**src/rtl/gpio_bank_pkg.sv**
```systemverilog
package gpio_bank_pkg;
    localparam int unsigned BUS_W  = 32;
    localparam int unsigned ADDR_W = 3;

    typedef enum logic [ADDR_W-1:0] {
        SEL_LEVEL  = 3'd0,
        SEL_DIR    = 3'd1,
        SEL_SET    = 3'd2,
        SEL_CLR    = 3'd3,
        SEL_RISE   = 3'd4,
        SEL_FALL   = 3'd5,
        SEL_STATUS = 3'd6,
        SEL_NONE   = 3'd7
    } reg_sel_e;
endpackage

```
**src/rtl/gpio_in_sync.sv**
```systemverilog
module gpio_in_sync #(
    parameter int unsigned WIDTH  = 32,
    parameter int unsigned STAGES = 2
) (
    input  logic             clk,
    input  logic             rst_n,
    input  logic [WIDTH-1:0] async_in,
    output logic [WIDTH-1:0] sync_out
);
    logic [WIDTH-1:0] stage_d [STAGES];
    logic [WIDTH-1:0] stage_q [STAGES];

    always_comb begin
        stage_d[0] = async_in;
        for (int s = 1; s < STAGES; s++) begin
            stage_d[s] = stage_q[s-1];
        end
    end

    generate
        for (genvar g = 0; g < STAGES; g++) begin : g_stage
            always_ff @(posedge clk or negedge rst_n) begin
                if (!rst_n) stage_q[g] <= '0;
                else        stage_q[g] <= stage_d[g];
            end
        end
    endgenerate

    assign sync_out = stage_q[STAGES-1];
endmodule

```
**src/rtl/gpio_ctrl_regs.sv**
```systemverilog
module gpio_ctrl_regs
    import gpio_bank_pkg::*;
#(
    parameter int unsigned NUM_PINS    = 32,
    parameter logic [31:0] INVERT_MASK = 32'h0
) (
    input  logic                clk,
    input  logic                rst_n,
    input  logic                wr_en,
    input  reg_sel_e            sel,
    input  logic [NUM_PINS-1:0] wdata,
    output logic [NUM_PINS-1:0] dir_q,
    output logic [NUM_PINS-1:0] out_q,
    output logic [NUM_PINS-1:0] rise_q,
    output logic [NUM_PINS-1:0] fall_q
);
    typedef struct packed {
        logic [NUM_PINS-1:0] dir;
        logic [NUM_PINS-1:0] out;
        logic [NUM_PINS-1:0] rise;
        logic [NUM_PINS-1:0] fall;
    } ctrl_t;

    localparam logic [NUM_PINS-1:0] DIR_RST = INVERT_MASK[NUM_PINS-1:0];

    ctrl_t state_d, state_q;

    always_comb begin
        state_d = state_q;
        if (wr_en) begin
            unique case (sel)
                SEL_DIR:  state_d.dir  = wdata;
                SEL_SET:  state_d.out  = state_q.out | wdata;
                SEL_CLR:  state_d.out  = state_q.out & ~wdata;
                SEL_RISE: state_d.rise = wdata;
                SEL_FALL: state_d.fall = wdata;
                default:  state_d = state_q;
            endcase
        end
    end

    always_ff @(posedge clk or negedge rst_n) begin
        if (!rst_n) begin
            state_q.dir  <= DIR_RST;
            state_q.out  <= '0;
            state_q.rise <= '0;
            state_q.fall <= '0;
        end else begin
            state_q <= state_d;
        end
    end

    assign dir_q  = state_q.dir;
    assign out_q  = state_q.out;
    assign rise_q = state_q.rise;
    assign fall_q = state_q.fall;


    out_only_on_setclr_chk: assert property (@(posedge clk) disable iff (!rst_n)
        !(wr_en && (sel == SEL_SET || sel == SEL_CLR)) |=> $stable(out_q));
endmodule

```
**src/rtl/gpio_edge_latch.sv**
```systemverilog
module gpio_edge_latch #(
    parameter int unsigned NUM_PINS = 32
) (
    input  logic                clk,
    input  logic                rst_n,
    input  logic [NUM_PINS-1:0] level,
    input  logic [NUM_PINS-1:0] rise_en,
    input  logic [NUM_PINS-1:0] fall_en,
    input  logic                clr_wr,
    input  logic [NUM_PINS-1:0] clr_mask,
    output logic [NUM_PINS-1:0] status,
    output logic                irq
);
    typedef struct packed {
        logic [NUM_PINS-1:0] prev;
        logic [NUM_PINS-1:0] status;
        logic                irq;
    } edge_t;

    edge_t st_d, st_q;
    logic [NUM_PINS-1:0] event_vec;
    logic [NUM_PINS-1:0] wipe;

    always_comb begin
        event_vec   = (level & ~st_q.prev & rise_en) | (~level & st_q.prev & fall_en);
        wipe        = clr_wr ? clr_mask : '0;
        st_d.prev   = level;
        st_d.status = (st_q.status & ~wipe) | event_vec;
        st_d.irq    = |st_q.status;
    end

    always_ff @(posedge clk or negedge rst_n) begin
        if (!rst_n) st_q <= '0;
        else        st_q <= st_d;
    end

    assign status = st_q.status;
    assign irq    = st_q.irq;


    sticky_status_chk: assert property (@(posedge clk) disable iff (!rst_n)
        1'b1 |=> ((status & $past(status) & ~$past(wipe)) == ($past(status) & ~$past(wipe))));

    no_spurious_set_chk: assert property (@(posedge clk) disable iff (!rst_n)
        1'b1 |=> ((status & ~$past(status) & ~$past(event_vec)) == '0));

    edge_beats_clear_chk: assert property (@(posedge clk) disable iff (!rst_n)
        (event_vec != '0) |=> ((status & $past(event_vec)) == $past(event_vec)));

    irq_high_chk: assert property (@(posedge clk) disable iff (!rst_n)
        (status != '0) |=> irq);

    irq_low_chk: assert property (@(posedge clk) disable iff (!rst_n)
        (status == '0) |=> !irq);
endmodule

```
**src/rtl/gpio_edge_bank.sv**
```systemverilog
module gpio_edge_bank
    import gpio_bank_pkg::*;
#(
    parameter int unsigned NUM_PINS    = 32,
    parameter logic [31:0] INVERT_MASK = 32'h0,
    parameter int unsigned SYNC_STAGES = 2
) (
    input  logic                clk,
    input  logic                rst_n,
    input  logic [ADDR_W-1:0]   bus_addr,
    input  logic                bus_wr,
    input  logic [BUS_W-1:0]    bus_wdata,
    output logic [BUS_W-1:0]    bus_rdata,
    input  logic [NUM_PINS-1:0] pin_in,
    output logic [NUM_PINS-1:0] pin_out,
    output logic [NUM_PINS-1:0] pin_oe,
    output logic                irq
);
    reg_sel_e            sel;
    logic [NUM_PINS-1:0] wdata_pins;
    logic [NUM_PINS-1:0] level;
    logic [NUM_PINS-1:0] dir_q, out_q, rise_q, fall_q, status;
    logic [NUM_PINS-1:0] rd_pins;
    logic                clr_wr;

    assign sel        = reg_sel_e'(bus_addr);
    assign wdata_pins = bus_wdata[NUM_PINS-1:0];
    assign clr_wr     = bus_wr && (sel == SEL_STATUS);

    gpio_in_sync #(.WIDTH(NUM_PINS), .STAGES(SYNC_STAGES)) u_sync (
        .clk(clk), .rst_n(rst_n), .async_in(pin_in), .sync_out(level)
    );

    gpio_ctrl_regs #(.NUM_PINS(NUM_PINS), .INVERT_MASK(INVERT_MASK)) u_regs (
        .clk(clk), .rst_n(rst_n), .wr_en(bus_wr), .sel(sel), .wdata(wdata_pins),
        .dir_q(dir_q), .out_q(out_q), .rise_q(rise_q), .fall_q(fall_q)
    );

    gpio_edge_latch #(.NUM_PINS(NUM_PINS)) u_edge (
        .clk(clk), .rst_n(rst_n), .level(level), .rise_en(rise_q), .fall_en(fall_q),
        .clr_wr(clr_wr), .clr_mask(wdata_pins), .status(status), .irq(irq)
    );

    generate
        for (genvar i = 0; i < NUM_PINS; i++) begin : g_oe
            if (INVERT_MASK[i]) begin : g_inv
                assign pin_oe[i] = ~dir_q[i];
            end else begin : g_pass
                assign pin_oe[i] = dir_q[i];
            end
        end
    endgenerate

    assign pin_out = out_q;

    always_comb begin
        unique case (sel)
            SEL_LEVEL:          rd_pins = level;
            SEL_DIR:            rd_pins = dir_q;
            SEL_SET, SEL_CLR:   rd_pins = out_q;
            SEL_RISE:           rd_pins = rise_q;
            SEL_FALL:           rd_pins = fall_q;
            SEL_STATUS:         rd_pins = status;
            default:            rd_pins = '0;
        endcase
        bus_rdata = '0;
        bus_rdata[NUM_PINS-1:0] = rd_pins;
    end
endmodule

```
**config.mk**
```make
export PLATFORM = sky130hd
export DESIGN_NAME = gpio_edge_bank
export DESIGN_NICKNAME = d
export VERILOG_FILES = /design/src/rtl/gpio_bank_pkg.sv /design/src/rtl/gpio_in_sync.sv /design/src/rtl/gpio_ctrl_regs.sv /design/src/rtl/gpio_edge_latch.sv /design/src/rtl/gpio_edge_bank.sv
export SDC_FILE = /design/constraint.sdc
export NUM_CORES = 1
export LEC_CHECK = 0
export BUFFER_PORTS_ARGS = -buffer_cell sky130_fd_sc_hd__buf_2
export CAP_MARGIN = 20
export CORE_MARGIN = 1
export CORE_UTILIZATION = 62
export DETAILED_ROUTE_END_ITERATION = 6
export MAX_ROUTING_LAYER = met4
export PLACE_DENSITY = 0.83
export RECOVER_POWER = 100
export SYNTH_ARGS = -nofsm -noshare
export SYNTH_HDL_FRONTEND = slang
export SYNTH_HIERARCHICAL = 1
export SYNTH_SLANG_ARGS = --single-unit
```
**constraint.sdc**
```tcl
create_clock -name clk -period 3.31 [get_ports clk]
set_input_delay 0.1655 -clock clk [delete_from_list [all_inputs] [get_ports clk]]
set_output_delay 0.1655 -clock clk [all_outputs]
set_load 0.005 [all_outputs]
```
==> metrics.md <==
| Metric | Value |
|---|---|
| Violated checks | `capacitance limit, slew limit` |
| Initial Utilization | `63.2%` |
| Root Buffer Master | `clkbuf_16` |
| Core Region | `approximately 18000 um^2` |
| Final HPWL DP | `16900 um` |
| Placed Instances | `approximately 1200` |
| Post-layout minimum cycle time | `~2.6 ns` |
| Clock Path Buffers | `3` |
| Routed WL per cell | `21.1 um` |
| Peak supply drop | `roughly 0.00057 V` |
| Worst skew pair latency | `roughly 0.53 ns` |
| Path category of the worst min-delay check | `primary input to register` |
| Maximum number of pins on one net before global-route repair | `102` |
| Synth Warn # | `6` |
| Power share of the clock group | `about 34%` |
| Comb pwr share | `about 16%` |
| Critical Path Fanout Max | `36` |
| Register bit count reported by yosys | `around 260` |
| Clock sinks | `257` |
| First-pass GRT wire length | `44000 um` |
| Max-slew violation count | `70` |
| Hold Fails Final Rpt | `0` |
| Die width | `around 140 um` |
| Crit Path Category | `primary input to output port` |
| Mapped Cells | `around 900` |
| MaxCap Viol Count | `2` |
| Initial DRC Count | `~670` |
| Nets | `1168` |
| Via/cell ratio | `between 6 and 7` |
| Total grt overflow | `0` |
| Ratio of cells with drive above 1 in the final layout | `a little over a fifth` |
| Crit end category | `output port` |
| Final Skew | `~0.010 ns` |
| Placer Congestion | `just over 0.8` |
| # DRC | `0` |
| Area delta synth->final | `17.2%` |
| Input/output buffers | `roughly 170` |
| # IOs | `roughly 170` |
| Register area share after synthesis | `56.8%` |
| Mapped Area | `11300 um^2` |
| Sw Ratio | `27.3%` |
| Antenna Violating Nets Remaining | `0` |
| First-pass DRT Iterations | `6` |
| CP Launch Type | `primary input` |
| Aggregate routed wire length | `roughly 28000 um` |
| # resized after CTS | `0` |
| GRT Util Overall | `31.6%` |
| Non-filler cells, final | `around 1300` |
| # diodes | `0` |
| # setup viols final | `0` |
| H-tree depth | `1` |
| Synth cell types | `34` |
| Cell-internal power | `slightly below 0.006 W` |
| Final period utilization | `between 70% and 80%` |
| RSZ-0062 raised after global routing | `false` |
| Worst Tran Pin Value | `1.58 ns` |
| TritonCTS clock tree | `yes` |
| Data arrival, critical path | `between 2 and 2.5 ns` |
| Relative slew margins | `-5.48%` |
| Leak | `5.91 nW` |
| Power share of the sequential group | `roughly 50%` |
| Total negative slack | `0 ns` |
| Syn avg cell area | `around 12 um^2` |
| Synthesized Nets | `979` |
| Number of global-route vias before repair | `8370` |
| Die Y | `about 140 um` |
| Status | `finished, violations left` |
| Total CTS buffers | `26` |
| Initial antenna violation count | `0` |
| Vias | `roughly 8300` |
| Pwr per Cell Area | `approximately 610 nW/um^2` |
| Max Clk Rate | `between 300 and 400 MHz` |
| Area after DPL | `between 10000 and 15000 um^2` |
| Cell row count | `~50` |
| Finished Cell Area | `about 13000 um^2` |
| P_sw | `0.00221 W` |
| Die area | `about 19000 um^2` |
| Clk slew on worst S/H paths | `about 0.06 ns` |
| Required @ worst endpoint | `approximately 3.1 ns` |
cells by family (layout without fill, tap and decap cells):
logic type             after synthesis  count (layout)  share of synthesized area [%]
muxes                              179             179                           18.6
AOI/OAI and AO/OA                  141             141                           8.43
DFF                                257             257                           56.8
buffers and inverters              151             354                           7.17
and+or+nand+nor                    181             181                           9.02
final cells by class:
cell class	count	area [um^2]
inverter	64	240
clock buffer	34	731
fill	1202	4640
multi-input combinational	501	3940
clock inverter	8	81.3
sequential	257	6430
tap	229	287
timing repair buffer	248	1550
cells in the mapped netlist (all sizes together):
cell    count  share of area, %
nor2b       1             0.055
o22ai      19               1.0
clkbuf     13              0.43
inv        64               2.1
buf        74               4.6
nor4        8              0.50
nor2        1             0.033
and2b       1             0.066
a32oi      45               3.5
mux2i      51               4.5
nand2b      1             0.055
nand2      96               3.2
and4bb      2              0.22
and3b       1             0.077
nor3b      13              0.86
and4b       1             0.088
nand4b     33               2.6
a31oi      19               1.0
nand4       2              0.11
a21oi      13              0.57
or2        21               1.2
o211ai     13              0.86
o21ai      32               1.4
mux2      128                14
dfrtp     257                57
routing by layer:
metal	track usage, %	wire length [um]	up-vias
met3	5.15	2180	84
met4	11.2	955	0
li1	-	-	3590
met1	40.9	11400	4220
met2	50.5	13800	387
met5	-	0	-
cells in the final DEF (no fill, tap or decap), types with 5 or more instances in the layout:
| cell type | netlist | final |
|---|---|---|
| a21oi_1 | 13 | 13 |
| nand2_1 | 96 | 96 |
| dfrtp_1 | 257 | 257 |
| nor3b_1 | 13 | 13 |
| nand4b_1 | 32 | 33 |
| mux2i_1 | 51 | 51 |
| inv_1 | 64 | 64 |
| clkbuf_8 | 0 | 5 |
| clkbuf_1 | 13 | 81 |
| a32oi_1 | 45 | 45 |
| buf_4 | 39 | 6 |
| nor4_1 | 7 | 7 |
| o211ai_1 | 13 | 13 |
| clkbuf_16 | 0 | 26 |
| dlygate4sd3_1 | 0 | 65 |
| o21ai_0 | 2 | 31 |
| mux2_2 | 88 | 86 |
| or2_0 | 13 | 13 |
| buf_2 | 25 | 91 |
| or2_1 | 7 | 7 |
| o22ai_1 | 19 | 19 |
| mux2_1 | 0 | 37 |
| a31oi_1 | 19 | 19 |
| mux2_4 | 40 | 5 |
stage by stage:
stage | setup WS (ns) | hold WS, ns | utilization [%] | total power [W]
3_5_place_dp | 1.05 | 0.264 | 67.4 | 0.00539
3_3_place_gp | 1.08 | 0.263 | 67.4 | 0.00532
6_report | 0.697 | 0.148 | 74.1 | 0.00811
4_1_cts | 1.08 | 0.131 | 75.5 | 0.00824
5_1_grt | 0.562 | 0.149 | 74.1 | 0.00844
2_1_floorplan | 1.89 | -0.130 | - | 0.00484
repair_timing:
action                                 4_1_cts  5_1_grt
endpoints found under the hold margin      263        0
buffers inserted                             0        0
hold buffers                                65        0
setup endpoints to repair                    0        0
critical path: stages:
cell      delay [ns]
buf_2           0.49
clkbuf_1        1.17
nor3b_1         0.15
a21oi_1         0.18
o211ai_1        0.12
clkbuf_1        0.15
path summary, 6_finish.rpt:
check / cells after the start / slack, ns / startpoint / end
worst min register to register: 0 / 0.34 / u_sync/stage_d[11] / u_sync/sync_out[11]
worst min-delay path: 2 / 0.15 / bus_addr[0] / register
worst max register to register: 3 / 1.79 / u_edge/status[22] / u_edge/irq
worst max-delay path: 6 / 0.70 / bus_addr[2] / bus_rdata[14]
min in group asynchronous: 2 / 0.28 / rst_n / u_sync/sync_out[21]
max in group asynchronous: 3 / 2.13 / rst_n / u_sync/stage_d[14]
power groups by stage:
stage / Combinational, W / Sequential (W) / Clock (W)
floorplan: 0.000884 / 0.00396 / 0
global placement: 0.00128 / 0.00404 / 0
detailed placement: 0.00133 / 0.00406 / 0
CTS: 0.00140 / 0.00402 / 0.00282
global route: 0.00142 / 0.00408 / 0.00295
finish: 0.00129 / 0.00402 / 0.00279
No activity file was read; power rests on OpenSTA's default activity.
